[config.mk]
export PLATFORM = sky130hd
export DESIGN_NAME = oneshot_chopper
export DESIGN_NICKNAME = d
export VERILOG_FILES = /design/src/rtl/chop_pkg.sv /design/src/rtl/chop_off_timer.sv /design/src/rtl/chop_blank_timer.sv /design/src/rtl/chop_gate_mux.sv /design/src/rtl/oneshot_chopper.sv
export SDC_FILE = /design/constraint.sdc
export NUM_CORES = 1
export LEC_CHECK = 0
export ABC_AREA = 1
export BUFFER_PORTS_ARGS = -buffer_cell sky130_fd_sc_hd__buf_2
export CELL_PAD_IN_SITES_DETAIL_PLACEMENT = 0
export CELL_PAD_IN_SITES_GLOBAL_PLACEMENT = 1
export CORE_MARGIN = 2
export CORE_UTILIZATION = 34
export DETAILED_ROUTE_END_ITERATION = 8
export PLACE_DENSITY = 0.8
export SLEW_MARGIN = 20
export SYNTH_ARGS = -nofsm -noshare
export SYNTH_HDL_FRONTEND = slang
export SYNTH_HIERARCHICAL = 1
export SYNTH_SLANG_ARGS = --single-unit
[constraint.sdc]
create_clock -name clk -period 2.05 [get_ports clk]
set_input_delay 0.1025 -clock clk [delete_from_list [all_inputs] [get_ports clk]]
set_output_delay 0.1025 -clock clk [all_outputs]
set_load 0.01 [all_outputs]
[src/rtl/chop_pkg.sv]
package chop_pkg;

  // Off-time count to load at a trip: a zero length still gives one cycle.
  function automatic logic [31:0] off_load_val(input logic [31:0] len);
    return (len == 32'd0) ? 32'd1 : len;
  endfunction

  // Blanking counter reload: the turn-on cycle itself is masked
  // combinationally, so the counter covers the remaining cycles.
  function automatic logic [31:0] blank_reload(input logic [31:0] blank_len);
    return (blank_len == 32'd0) ? 32'd0 : blank_len - 32'd1;
  endfunction

endpackage

[src/rtl/chop_off_timer.sv]
module chop_off_timer #(
  parameter int OFFW = 8
) (
  input  logic            clk,
  input  logic            rst_n,
  input  logic            clr_i,
  input  logic            trip_i,
  input  logic [OFFW-1:0] len_i,
  output logic            off_active_o
);
  import chop_pkg::*;

  logic [OFFW-1:0] cnt;

  always_ff @(posedge clk or negedge rst_n) begin
    if (!rst_n)           cnt <= '0;
    else if (clr_i)       cnt <= '0;
    else if (trip_i)      cnt <= OFFW'(off_load_val(32'(len_i)));
    else if (cnt != '0)   cnt <= cnt - 1'b1;
  end

  assign off_active_o = (cnt != '0);


  trip_arms_chk: assert property (@(posedge clk) disable iff (!rst_n)
    (trip_i && !clr_i) |=> off_active_o);


  off_count_down_chk: assert property (@(posedge clk) disable iff (!rst_n)
    (off_active_o && !clr_i) |=> (cnt == $past(cnt) - 1'b1));


  clear_chk: assert property (@(posedge clk) disable iff (!rst_n)
    clr_i |=> !off_active_o);

endmodule

[src/rtl/chop_blank_timer.sv]
module chop_blank_timer #(
  parameter int BLANK_LEN = 4
) (
  input  logic clk,
  input  logic rst_n,
  input  logic clr_i,
  input  logic on_evt_i,
  output logic blank_active_o
);
  import chop_pkg::*;

  localparam int BW = (BLANK_LEN < 2) ? 1 : $clog2(BLANK_LEN + 1);

  logic [BW-1:0] cnt;

  always_ff @(posedge clk or negedge rst_n) begin
    if (!rst_n)          cnt <= '0;
    else if (clr_i)      cnt <= '0;
    else if (on_evt_i)   cnt <= BW'(blank_reload(32'(BLANK_LEN)));
    else if (cnt != '0)  cnt <= cnt - 1'b1;
  end

  assign blank_active_o = on_evt_i | (cnt != '0);


  blank_hold_chk: assert property (@(posedge clk) disable iff (!rst_n)
    (on_evt_i && !clr_i && (BLANK_LEN > 1)) |=> blank_active_o);

endmodule

[src/rtl/chop_gate_mux.sv]
module chop_gate_mux #(
  parameter int NPH = 3
) (
  input  logic           clk,
  input  logic           rst_n,
  input  logic [NPH-1:0] en_i,
  input  logic           pwm_i,
  input  logic           off_active_i,
  output logic [NPH-1:0] gate_o,
  output logic           on_evt_o
);
  logic           hold_off;
  logic [NPH-1:0] gate_q;
  logic [NPH-1:0] rise;

  assign hold_off = pwm_i & off_active_i;

  for (genvar p = 0; p < NPH; p++) begin : g_phase
    assign gate_o[p] = en_i[p] & ~hold_off;
    assign rise[p]   = gate_o[p] & ~gate_q[p];
  end

  always_ff @(posedge clk or negedge rst_n) begin
    if (!rst_n) gate_q <= '0;
    else        gate_q <= gate_o;
  end

  assign on_evt_o = |rise;

endmodule

[src/rtl/oneshot_chopper.sv]
module oneshot_chopper #(
  parameter int NPH       = 3,
  parameter int OFFW      = 8,
  parameter int BLANK_LEN = 4
) (
  input  logic            clk,
  input  logic            rst_n,
  input  logic [NPH-1:0]  phase_up_en_i,
  input  logic            lim_trip_i,
  input  logic            pwm_sel_i,
  input  logic [OFFW-1:0] off_len_i,
  output logic [NPH-1:0]  up_gate_o,
  output logic            low_on_o,
  output logic            slew_fast_o
);
  logic any_en;
  logic clr;
  logic off_active;
  logic blank_active;
  logic on_evt;
  logic trip_evt;

  assign any_en   = |phase_up_en_i;
  assign clr      = ~pwm_sel_i | ~any_en;
  assign trip_evt = pwm_sel_i & any_en & ~off_active & ~blank_active & lim_trip_i;

  chop_off_timer #(.OFFW(OFFW)) u_off (
    .clk          (clk),
    .rst_n        (rst_n),
    .clr_i        (clr),
    .trip_i       (trip_evt),
    .len_i        (off_len_i),
    .off_active_o (off_active)
  );

  chop_blank_timer #(.BLANK_LEN(BLANK_LEN)) u_blank (
    .clk            (clk),
    .rst_n          (rst_n),
    .clr_i          (clr),
    .on_evt_i       (on_evt),
    .blank_active_o (blank_active)
  );

  chop_gate_mux #(.NPH(NPH)) u_gate (
    .clk          (clk),
    .rst_n        (rst_n),
    .en_i         (phase_up_en_i),
    .pwm_i        (pwm_sel_i),
    .off_active_i (off_active),
    .gate_o       (up_gate_o),
    .on_evt_o     (on_evt)
  );

  assign low_on_o    = pwm_sel_i;
  assign slew_fast_o = pwm_sel_i;


  masked_trip_chk: assert property (@(posedge clk) disable iff (!rst_n)
    (on_evt && pwm_sel_i && any_en) |=> !off_active);


  linear_clear_chk: assert property (@(posedge clk) disable iff (!rst_n)
    !pwm_sel_i |=> !off_active);

endmodule

==> impl_metrics.json <==
{
  "final_cell_mix": "nand2_1 (27), nor2_1 (19), buf_2 (19), buf_4 (18), inv_1 (16)",
  "row_count": 19,
  "holdCritPathClass": "input pin to register",
  "slew_violations": 0,
  "crit_arrival_ps": 2190,
  "nFillCells": 284,
  "p_switching_w": 0.000669,
  "setup.worst_path.end_class": "register",
  "initial_core_util_pct": 35.4,
  "worst_ep_required_time_ps": 2220,
  "synth_sequential_area_ratio_pct": 36.5,
  "leakage_nw": 0.713,
  "timing_hold_violations_final": 0,
  "wire_length_of_the_first_global_routing_pass_um": 3660,
  "layout_commonest_cell": "nand2_1",
  "dieHeight_um": 57.1,
  "io_pins": 20,
  "slew_headroom_pct": 77.5,
  "final_layout_size_suffix_gt1_share_pct": 37.9,
  "timing.critical_path.fanout_max": 7,
  "finalWorstPathRequiredPeriod_ps": 2020,
  "timing.critical_path.slowest_cell_delay_ps": 370,
  "cp_delay_by_family_top": "simple AND/OR/NAND/NOR gates",
  "syn_area_um2": 960,
  "post_synth_and_or_nand_nor_area_fraction_pct": 34.3,
  "worst-slew-pin-transition_ps": 338,
  "max_freq_mhz": 494,
  "synthesized_netlist_net_count": 157,
  "ys_types": 23,
  "full_die_area_um2": 3260,
  "fin_crit_sh_pct": 98.7,
  "routabilityCongestion": 0.743,
  "route.vias.total": 972,
  "power.density_nw_per_um2": 1180,
  "clock_sinks": 14,
  "worst_ir_drop_vdd_v": 0.000652,
  "drv_cap": 0,
  "numCtsBuffers": 3,
  "antenna_violating_nets_post_route": 0,
  "timing.hold.worst_path_depth": 2,
  "clk_latency_ps": 270,
  "syn2layout_area_growth_pct": 39.0,
  "seq_power_share_pct": 26.1,
  "synth.area.mux_share_pct": 0,
  "status": "complete, no violations",
  "internal_power_w": 0.000902,
  "yosys.area_share.adder_pct": 5.22,
  "fin_total_pwr_w": 0.00157,
  "ys_dominant_reg_cell": "dfrtp_1",
  "via_per_inst": 4.67,
  "clk_transition_reported_paths_ps": 80,
  "share_clk_of_total_power_pct": 9.8,
  "initial_antenna_violation_count": 0,
  "power_frac_comb_pct": 64.1,
  "syn_inst_count": 138,
  "globalRoute.totalOverflow": 0,
  "post_drt_wl_per_cell_um": 11.1,
  "wirelength_um": 2320,
  "power.switching_fraction_pct": 42.6,
  "asyncSetResetFlopFracSynth_pct": 100,
  "ctsHtreeMaxLevel": 1,
  "initialDrtViolationCount": 31,
  "grt_start_max_net_pins": 15,
  "number_of_port_buffers": 19,
  "chipWidth_um": 57.1,
  "start_kind": "register",
  "r2r.worst_path.cells": 19,
  "first_global_vias": 920,
  "iteration_count_of_the_initial_detailed_routing_pass": 4,
  "cp.depth": 19,
  "synth-edff-count": 0,
  "synth-xor-area-share_pct": 0.913,
  "setup-tns-final_ps": 0,
  "synthesis.area_per_instance_um2": 6.95,
  "critical_path_class": "register to register",
  "synth-compound-area-share_pct": 11.3,
  "number_of_buffers_between_clock_root_and_the_deepest_sink": 2,
  "root_buffer": "clkbuf_4",
  "fin_skew_ps": 1.93,
  "drcViolationCount": 0,
  "yosys_register_bits": 14,
  "cpMaxStageDelayCell": "dfrtp_1",
  "yosys_warnings": 6,
  "num_antenna_cells": 0,
  "post_route_hold_slack_ps": 92.2,
  "clock_tree_from_tritoncts": "done",
  "hpwlAfterDp_um": 1740,
  "final_nets": 198,
  "synth_top_family_by_area": "simple AND/OR/NAND/NOR gates",
  "rsz0062_at_grt": "true",
  "design.core.area_um2": 2710,
  "grtUsageTotal_pct": 14.5,
  "setup_viol": 0,
  "crit_path_cell_trace": "inv_2 -> ha_4 -> nand2_4 -> nor2_4 -> inv_2 -> nand2_4 -> nand3_1 -> nand3_2 -> inv_2 -> nand2_1 -> nor2_1 -> nand2_1 -> nor2_4 -> clkinv_4 -> buf_12 -> nor2_2 -> o21ai_1 -> nand3_1 -> nand2_1",
  "worst_path_buf_inv": 5
}
[cell families after synthesis]
| logic type | count (synthesis) |
|---|---|
| flip-flops | 14 |
| AO/OA/AOI/OAI | 20 |
| XOR/XNOR | 1 |
| adder cells (fa/ha/maj) | 4 |
| buffers and inverters | 26 |
| AND/OR/NAND/NOR | 73 |
[worst paths after layout]
| check | start | end | slack (ps) |
|---|---|---|---|
| worst max-delay path | u_off/cnt[0] | u_off/cnt[0] | 30 |
| worst min-delay path | phase_up_en_i[1] | u_gate/gate_q[1] | 90 |
| worst max register to register | u_off/cnt[0] | u_off/cnt[0] | 30 |
| worst min register to register | u_blank/cnt[2] | u_blank/cnt[2] | 520 |
| max in group asynchronous | rst_n | u_off/cnt[5] | 1550 |
| min in group asynchronous | rst_n | u_blank/cnt[2] | 260 |
[what timing repair did]
item	CTS	global route
setup buffers	0	8
endpoints found under the hold margin	14	0
hold buffers	1	0
resized for setup	3	24
pin swaps	0	12
endpoints found under the setup margin	7	8
[state kept, by name, indices dropped and copies added, names as in the netlist]
name and flops:
u_off/cnt 8, u_blank/cnt 3, u_gate/gate_q 3
[Yosys cell counts, types with 2 or more instances]
library cell	instances	share of area, %
a21oi_1	10	5.2
and2_1	3	2.0
buf_4	2	1.6
dfrtp_1	14	37
ha_1	4	5.2
inv_1	20	7.8
nand2_1	28	11
nand2_2	3	2.0
nand3_1	9	4.7
nand3b_1	2	1.6
nor2_1	23	9.0
nor2_2	3	2.0
o21ai_0	6	3.1
o21ai_1	2	1.0
[layer usage]
metal / vias up / wire [um] / global-route usage, %
met4: 0 / 21 / 6.98
met3: 2 / 68 / 2.04
met5: - / 0 / 0
met2: 16 / 1230 / 27.4
li1: 507 / - / -
met1: 447 / 999 / 15.8
[power groups by stage]
| stage | logic, W | registers (W) | clock network (W) |
|---|---|---|---|
| finish | 0.00101 | 0.000410 | 0.000154 |
| global route | 0.00113 | 0.000419 | 0.000176 |
| CTS | 0.000851 | 0.000408 | 0.000159 |
| detailed placement | 0.000843 | 0.000413 | 0 |
| global placement | 0.000818 | 0.000410 | 0 |
| floorplan | 0.000542 | 0.000410 | 0 |
[area by class of cell]
| cell class | instances | area (um^2) | area share (%) |
|---|---|---|---|
| Inverter | 22 | 87.6 | 6.57 |
| Multi-Input combinational cell | 98 | 563 | 42.2 |
| Tap cell | 31 | 38.8 | 2.91 |
| Sequential cell | 14 | 350 | 26.3 |
| Timing Repair Buffer | 40 | 272 | 20.4 |
| Clock buffer | 3 | 22.5 | 1.69 |
[per-stage QoR]
step | utilization (%) | worst slack (ps) | cells | instance area [um^2]
finish | 49.2 | 27.4 | 208 | 1330
global route | 49.2 | -153 | 208 | 1330
CTS | 44.0 | 16.7 | 200 | 1190
detailed placement | 42.8 | -49.9 | 196 | 1160
global placement | 42.8 | 12.7 | 196 | 1160
floorplan | - | 24.0 | 138 | 965
No activity file was read; power rests on OpenSTA's default activity.
